[src/rtl/flash_block_eraser.sv]
module flash_block_eraser #(
  parameter int AW      = 24,
  parameter int NREG    = 4,
  parameter int CW      = $clog2(NREG + 1),
  parameter int LW      = $clog2(AW),
  parameter int TIMEOUT = 75_000_000
) (
  input  logic              clk,
  input  logic              rst_n,
  input  logic              prot_off,
  input  logic              prot_on,
  input  logic              req_valid,
  input  logic              req_range,
  input  logic [AW-1:0]     req_addr,
  input  logic [AW-1:0]     req_end,
  input  logic [CW-1:0]     rgn_count,
  input  logic [NREG*AW-1:0] rgn_base,
  input  logic [NREG*AW-1:0] rgn_end,
  input  logic [NREG*LW-1:0] rgn_lgsz,
  output logic              busy,
  output logic              done,
  output logic [2:0]        result,
  output logic [AW-1:0]     fl_addr,
  output logic              fl_we,
  output logic [7:0]        fl_wdata,
  output logic              fl_re,
  input  logic [7:0]        fl_rdata,
  output logic              fl_vpp
);

  localparam int TW = $clog2(TIMEOUT + 1);

  typedef enum logic [2:0] {
    S_IDLE, S_CHECK, S_CMD, S_CONF, S_POLL, S_CLR, S_RST
  } st_t;

  st_t           st;
  logic          prot_en, range_m, first;
  logic [AW-1:0] cur, lim, blk;
  logic [AW:0]   nxt;
  logic [7:0]    stat;
  logic [TW-1:0] tcnt;

  logic          hit;
  logic [AW-1:0] bs;
  logic [AW:0]   be;

  always_comb begin
    hit = 1'b0;
    bs  = '1;
    be  = '1;
    for (int i = NREG - 1; i >= 0; i--) begin
      if (CW'(i) < rgn_count &&
          cur >= rgn_base[i*AW +: AW] && cur < rgn_end[i*AW +: AW]) begin
        hit = 1'b1;
        bs  = rgn_base[i*AW +: AW] +
              (((cur - rgn_base[i*AW +: AW]) >> rgn_lgsz[i*LW +: LW]) << rgn_lgsz[i*LW +: LW]);
        be  = {1'b0, bs} + ((AW+1)'(1) << rgn_lgsz[i*LW +: LW]);
      end
    end
  end

  wire [AW:0] boot_lo = {1'b0, rgn_base[AW-1:0]};
  wire [AW:0] boot_hi = boot_lo + ((AW+1)'(1) << rgn_lgsz[LW-1:0]);
  wire        in_boot = ({1'b0, cur} >= boot_lo) && ({1'b0, cur} < boot_hi);
  wire        refuse  = prot_en && (rgn_count == '0 || in_boot);

  logic [2:0] ecode;
  always_comb begin
    if (stat[1])                ecode = 3'd3;
    else if (stat[3])           ecode = 3'd4;
    else if (stat[4] | stat[5]) ecode = 3'd5;
    else if (!stat[7])          ecode = 3'd6;
    else                        ecode = 3'd0;
  end

  always_ff @(posedge clk) begin
    if (!rst_n) begin
      st      <= S_IDLE;
      prot_en <= 1'b1;
      range_m <= 1'b0;
      first   <= 1'b0;
      cur     <= '0;
      lim     <= '0;
      blk     <= '0;
      nxt     <= '0;
      stat    <= '0;
      tcnt    <= '0;
      done    <= 1'b0;
      result  <= '0;
    end else begin
      done <= 1'b0;
      if (prot_on)       prot_en <= 1'b1;
      else if (prot_off) prot_en <= 1'b0;
      case (st)
        S_IDLE: if (req_valid) begin
          cur     <= req_addr;
          lim     <= req_end;
          range_m <= req_range;
          first   <= 1'b1;
          st      <= S_CHECK;
        end
        S_CHECK: begin
          first <= 1'b0;
          if (range_m && cur >= lim) begin
            st <= S_IDLE; done <= 1'b1; result <= 3'd0;
          end else if (first && refuse) begin
            st <= S_IDLE; done <= 1'b1; result <= 3'd2;
          end else if (!hit) begin
            st <= S_IDLE; done <= 1'b1; result <= 3'd7;
          end else if (!range_m && bs != cur) begin
            st <= S_IDLE; done <= 1'b1; result <= 3'd1;
          end else begin
            blk <= bs;
            nxt <= be;
            st  <= S_CMD;
          end
        end
        S_CMD:  st <= S_CONF;
        S_CONF: begin
          tcnt <= '0;
          st   <= S_POLL;
        end
        S_POLL: begin
          stat <= fl_rdata;
          if (fl_rdata[7] || tcnt == TW'(TIMEOUT - 1)) st <= S_CLR;
          else tcnt <= tcnt + 1'b1;
        end
        S_CLR: st <= S_RST;
        S_RST: begin
          if (ecode != 3'd0 || !range_m || nxt[AW]) begin
            st <= S_IDLE; done <= 1'b1; result <= ecode;
          end else begin
            cur <= nxt[AW-1:0];
            st  <= S_CHECK;
          end
        end
        default: st <= S_IDLE;
      endcase
    end
  end

  assign busy    = (st != S_IDLE);
  assign fl_addr = blk;
  assign fl_we   = (st == S_CMD) || (st == S_CONF) || (st == S_CLR) || (st == S_RST);
  assign fl_re   = (st == S_POLL);
  assign fl_vpp  = (st == S_CMD) || (st == S_CONF) || (st == S_POLL);

  always_comb begin
    case (st)
      S_CMD:   fl_wdata = 8'h20;
      S_CONF:  fl_wdata = 8'hD0;
      S_CLR:   fl_wdata = 8'h50;
      S_RST:   fl_wdata = 8'hFF;
      default: fl_wdata = 8'h00;
    endcase
  end

endmodule

[config.mk]
export PLATFORM = sky130hd
export DESIGN_NAME = flash_block_eraser
export DESIGN_NICKNAME = d
export VERILOG_FILES = /design/src/rtl/flash_block_eraser.sv
export SDC_FILE = /design/constraint.sdc
export NUM_CORES = 2
export LEC_CHECK = 0
export BUFFER_PORTS_ARGS = -buffer_cell sky130_fd_sc_hd__buf_2
export CORE_UTILIZATION = 58
export CTS_CLUSTER_SIZE = 40
export DETAILED_ROUTE_END_ITERATION = 7
export PLACE_DENSITY = 0.81
export SLEW_MARGIN = 20
export SYNTH_ARGS = -nofsm -noshare
export SYNTH_HDL_FRONTEND = slang
export SYNTH_SLANG_ARGS = --single-unit
[constraint.sdc]
create_clock -name clk -period 8.85 [get_ports clk]
set_input_delay 1.3275 -clock clk [delete_from_list [all_inputs] [get_ports clk]]
set_output_delay 1.3275 -clock clk [all_outputs]
set_load 0.01 [all_outputs]
==> parameters.txt, run 1 <==
Parameter                              Value

Logic synthesis
  FFs w/ async S/R, synth    0%
  Yosys warning count    0
  Fraction of synthesized cell area taken by the top area cell type    14.91%
  Post-synth design cell area    37600 µm²
  Number of synthesized register bits    139
  Avg Cell Area, Syn    6.782 µm²
  Dominant cells by area after synthesis    ha_1, dfxtp_1, nand2_1
  Cell accounting for the most synthesized area    ha_1
  Synth Net Count    6282
  Leading post-synthesis cells by instance count    nand2_1, nor2_1, a21oi_1
  Gate count after technology mapping    5544
  Main synth FF type    dfxtp_1
  Number of flops mapped to enable cells by yosys    0
  Number of distinct library cells after synthesis    102
  Seq/Total Area, Yosys    7.401%
  Most common cell in the synthesized netlist    nand2_1

Placed design
  DP Wirelength    149600 µm
  Number of port buffers    313
  GP Congestion    1.137
  Post-placement worst setup slack    -1.248 ns

Timing
  Worst endpoint kind after the last repair    register input
  Worst-path endpoint after global-route repair_timing    nxt[2]$_SDFFE_PN0P_/D

Status
  Tool error    [ERROR GRT-0232] Routing congestion too high. Check the congestion heatmap in the GUI.
  Last stage reached    5_1_grt
  Result of the run    stopped before the end

Clock tree
  Clock sink count    139
  Number of buffers on the longest clock path    2
  H-tree levels    4
  TritonCTS buffer count    17
  CTS root buffer    clkbuf_16

Global routing
  Largest net degree at the start of global routing    101
  Overall global routing resource usage    77.77%
  Grt total ovfl    131

Floorplanning
  Width of the chip    256.6 µm
  Starting Density    59.18%
  Chip height    256.6 µm
  Number of placement rows    92
  Ports    317
-- repair_timing --
action                                  in CTS
endpoints found under the setup margin      54
hold buffers                                 0
setup buffers                               89
resized for setup                          370
pin swaps                                  155
cloned                                       2
-- through the flow --
stage | instance area [µm²] | instances
3_5_place_dp | 51190 | 7960
4_1_cts | 54140 | 8080
3_3_place_gp | 51190 | 7960
2_1_floorplan | 37670 | 5544
-- metal layers --
layer	GRT usage, %	GRT overflow
met1	77.23	3
met2	94.67	67
met3	63.80	2
met4	75.79	59
met5	32.02	0
-- logic make-up after synthesis --
| family | synth area share (%) |
|---|---|
| buf+inv | 6.855 |
| simple gates | 23.68 |
| mux | 6.655 |
| xor+xnor | 7.008 |
| fa+ha+maj | 15.60 |
| flops | 7.401 |
| compound gates | 32.80 |
==> inputs of run 2 (changes only) <==
--- a/config.mk
+++ b/config.mk
@@ -6,10 +6,9 @@
 export NUM_CORES = 2
 export LEC_CHECK = 0
 export BUFFER_PORTS_ARGS = -buffer_cell sky130_fd_sc_hd__buf_2
-export CORE_UTILIZATION = 58
-export CTS_CLUSTER_SIZE = 40
+export CORE_UTILIZATION = 40
 export DETAILED_ROUTE_END_ITERATION = 7
-export PLACE_DENSITY = 0.81
+export PLACE_DENSITY_LB_ADDON = 0.15
 export SLEW_MARGIN = 20
 export SYNTH_ARGS = -nofsm -noshare
 export SYNTH_HDL_FRONTEND = slang
==> constraint.sdc (replaced) <==
create_clock -name clk -period 11.5 [get_ports clk]
set_input_delay 1.725 -clock clk [delete_from_list [all_inputs] [get_ports clk]]
set_output_delay 1.725 -clock clk [all_outputs]
set_load 0.01 [all_outputs]
==> run 2 against run 1 <==
  * Area after synthesis did not move
  * Synthesized cell count stayed put
  * The flow now finishes, with violations (design-rule violations)
==> parameters.txt, run 2 <==
Parameter                              Value

Route
  Drc violations    2
  Final wirelength    175300 µm
  Detail Route met3 WL    14120 µm
  Count of antenna-violating nets left after detailed routing    0
  Drt first-iter violations    4728
  Highest signal layer in the routed design    met5
  Wire length on met1    73970 µm
  First drt pass iteration count    8
  Average wire length per cell after detail routing    25.01 µm
  Vias per cell    6.286
  Via count    44070
  Met2 Wirelength    75130 µm

Worst setup path
  CP required    11.82 ns
  Type of element launching the critical path    input port
  Critical Path AT    11.14 ns
  Launch instance of the worst register-to-register path    cur[0]$_SDFFE_PN0P_
  Slowest stage cell on the critical path    o311ai_0
  Endpoint of the lowest-slack register-to-register path    nxt[24]$_SDFFE_PN0P_
  Slack of the worst reg-to-reg path    0.97 ns
  Critical-path maximum fanout    26
  Setup CP Type    input port to flip-flop
  Critical Path Sink Type    flip-flop
  Launching element of the worst setup path    rgn_base[83]
  Maximum cell stage delay along the critical path    0.75 ns
  Worst Reg-to-Reg Cells    40

Placed design
  DP Wirelength    141200 µm (-5.6%)
  Post-placement worst setup slack    0.2834 ns (+1.531 ns)
  Number of port buffers    313 (unchanged)
  GP Congestion    1.026 (-9.7%)
  Placement-stage cell area    40880 µm² (-20%)

Floorplanning
  Die Outline Area    95230 µm²
  Number of placement rows    112 (+22%)
  Starting Density    40.35% (-19 points)
  Core area    93190 µm²
  Width of the chip    308.6 µm (+20%)
  Chip height    308.6 µm (+20%)
  Ports    317 (unchanged)

Status
  Violations in the final reports    design-rule violations
  Result of the run    finished with violations

Timing
  Setup TNS after final layout    0 ns
  Setup repair after global routing missed its margin    false
  Minimum clock period    10.81 ns
  Final clock skew    0.01311 ns
  Fin crit share    94.00%
  Final hold violation count    0
  Post-route worst setup slack    0.6896 ns
  Final number of setup-violating endpoints    0
  Worst slew margin    18.34%
  Max-slew violation count    0
  Fmax achieved    0.09250 GHz
  Worst Tran Pin Value    1.223 ns

Finish
  Largest registers    tcnt (27), nxt (25)
  Largest Register    tcnt
  Commonest non-fill, non-tap cell in the layout    nand2_1
  Fraction of final layout cells with drive strength greater than 1    11.72%
  Final non-filler cell area    41510 µm²
  Layout overhead on the synthesized area    10.41%
  Number of nets in the final layout    6479
  Largest register FFs    27
  Leading cell types in the layout, fill and taps excluded    nand2_1, nor2_1, a21oi_1, ha_1, inv_1
  Final core utilization    44.55%

Power
  Leakage power    19.14 nW
  Maximum ir drop on the vdd rail    0.1160 mV
  Power density over the cells    97.51 nW/µm²

Global routing
  Grt total ovfl    0
  Number of global-route vias before repair    40550
  Global-route wire length before repair    256400 µm
  Overall global routing resource usage    35.48%
  Antenna violations before repair    10
  Largest net degree at the start of global routing    81

Logic synthesis
  Leading post-synthesis cells by instance count    nand2_1, nor2_1, a21oi_1
  Seq/Total Area, Yosys    7.401% (unchanged)
  Main combinational cell family by area after synthesis    compound AO/OA/AOI/OAI gates
  Multiplexer share of the synthesized area    6.655% (unchanged)
  Gate count after technology mapping    5544 (unchanged)
  FFs w/ async S/R, synth    0% (unchanged)
  Avg Cell Area, Syn    6.782 µm² (unchanged)
  Number of synthesized register bits    139 (unchanged)
  Dominant cells by area after synthesis    ha_1, dfxtp_1, nand2_1
  Complex-gate fraction of the synthesized area    32.80% (unchanged)
  Synth Net Count    6282 (unchanged)
  Main synth FF type    dfxtp_1
  Adder-Cell Fraction of Synth Area    15.60% (unchanged)
  Number of distinct library cells after synthesis    102 (unchanged)
  Cell accounting for the most synthesized area    ha_1
  Xor/xnor cell area share of the yosys netlist    7.008% (unchanged)
  Area fraction in and, or, nand and nor cells after synthesis    23.68% (unchanged)
  Post-synth design cell area    37600 µm² (unchanged)
  Number of flops mapped to enable cells by yosys    0 (unchanged)
  Fraction of synthesized cell area taken by the top area cell type    14.91% (unchanged)
  Yosys warning count    0 (unchanged)
  Most common cell in the synthesized netlist    nand2_1

Clock tree
  H-tree levels    4 (unchanged)
  Post CTS Setup Buffer Count    0 (-100%)
  CTS root buffer    clkbuf_16
  Clock sink count    139 (unchanged)
  Clock transition at the registers of the reported paths    0.06 ns
  CTS tree    built
  Clock latency on the worst-skew pair    0.45 ns
  TritonCTS buffer count    17 (unchanged)
  Number of buffers on the longest clock path    2 (unchanged)

Hold path
  Worst Hold Path Cells    2
  Min-delay src    lim[1]$_SDFFE_PN0P_
  Hold Crit Endpoint    lim[1]$_SDFFE_PN0P_
  Min-Delay Path Class    flip-flop to flip-flop

Run
  Max-cap violation count    0
## run 2: cell counts after synthesis
Identical to the previous run, type by type.
## run 2: kinds of logic after synthesis
group / count (synthesis)
flops: 139
buf+inv: 666
xor+xnor: 300
compound gates: 1810
mux: 227
fa+ha+maj: 461
simple gates: 1941
## run 2: through the flow
step / instances / hold slack, ns / power, mW
final: 7011 / 0.4548 / 4.048
after global routing: 7010 / 0.4764 / 4.295
after CTS: 7006 / 0.4547 / 3.961
after detailed placement: 6975 / 0.4463 / 3.383
after global placement: 6975 / 0.4452 / 3.375
after floorplan: 5544 / 0.4363 / 2.473
## run 2: area by class of cell
type,count,area [µm²]
Antenna cell,4,10.01
Clock buffer,17,425.4
Clock inverter,14,161.4
Fill cell,9859,51680
Inverter,357,1340
Multi-Input combinational cell,4739,32300
Sequential cell,139,2790
Tap cell,1254,1569
Timing Repair Buffer,487,2920
## run 2: layer usage
layer | up-vias | track usage (%)
met5 | - | 0
li1 | 20900 | -
met1 | 20680 | 46.54
met3 | 389 | 4.618
met4 | 12 | 22.16
met2 | 2089 | 54.89
## run 2: report_power, final
part	internal (mW)	switching (mW)	leakage [nW]
clock	0.323	0.248	0.283
sequential	0.498	0.0436	1.13
combinational	1.08	1.85	17.7
total	1.90	2.15	19.1
## run 2: critical path, delay by kind of cell
family | cells | cell delay (ns)
AO/OA/AOI/OAI | 16 | 4.37
adder cells (fa/ha/maj) | 2 | 0.83
buffers and inverters | 5 | 0.80
multiplexers | 2 | 0.41
AND/OR/NAND/NOR | 12 | 2.99
## run 2: worst max-delay path by stage
stage / end / cells after the start
6_report: fl_addr[12]$_SDFFE_PN0P_ / 37
5_1_grt: nxt[24]$_SDFFE_PN0P_ / 38
4_1_cts: nxt[24]$_SDFFE_PN0P_ / 39
3_5_place_dp: nxt[24]$_SDFFE_PN0P_ / 39
3_3_place_gp: nxt[24]$_SDFFE_PN0P_ / 39
2_1_floorplan: fl_addr[3]$_SDFFE_PN0P_ / 35
## run 2: repair_timing
item	in CTS	in global routing
gates resized for setup	0	4
hold buffers	0	0
setup endpoints to repair	0	3
No activity file was read; power rests on OpenSTA's default activity.
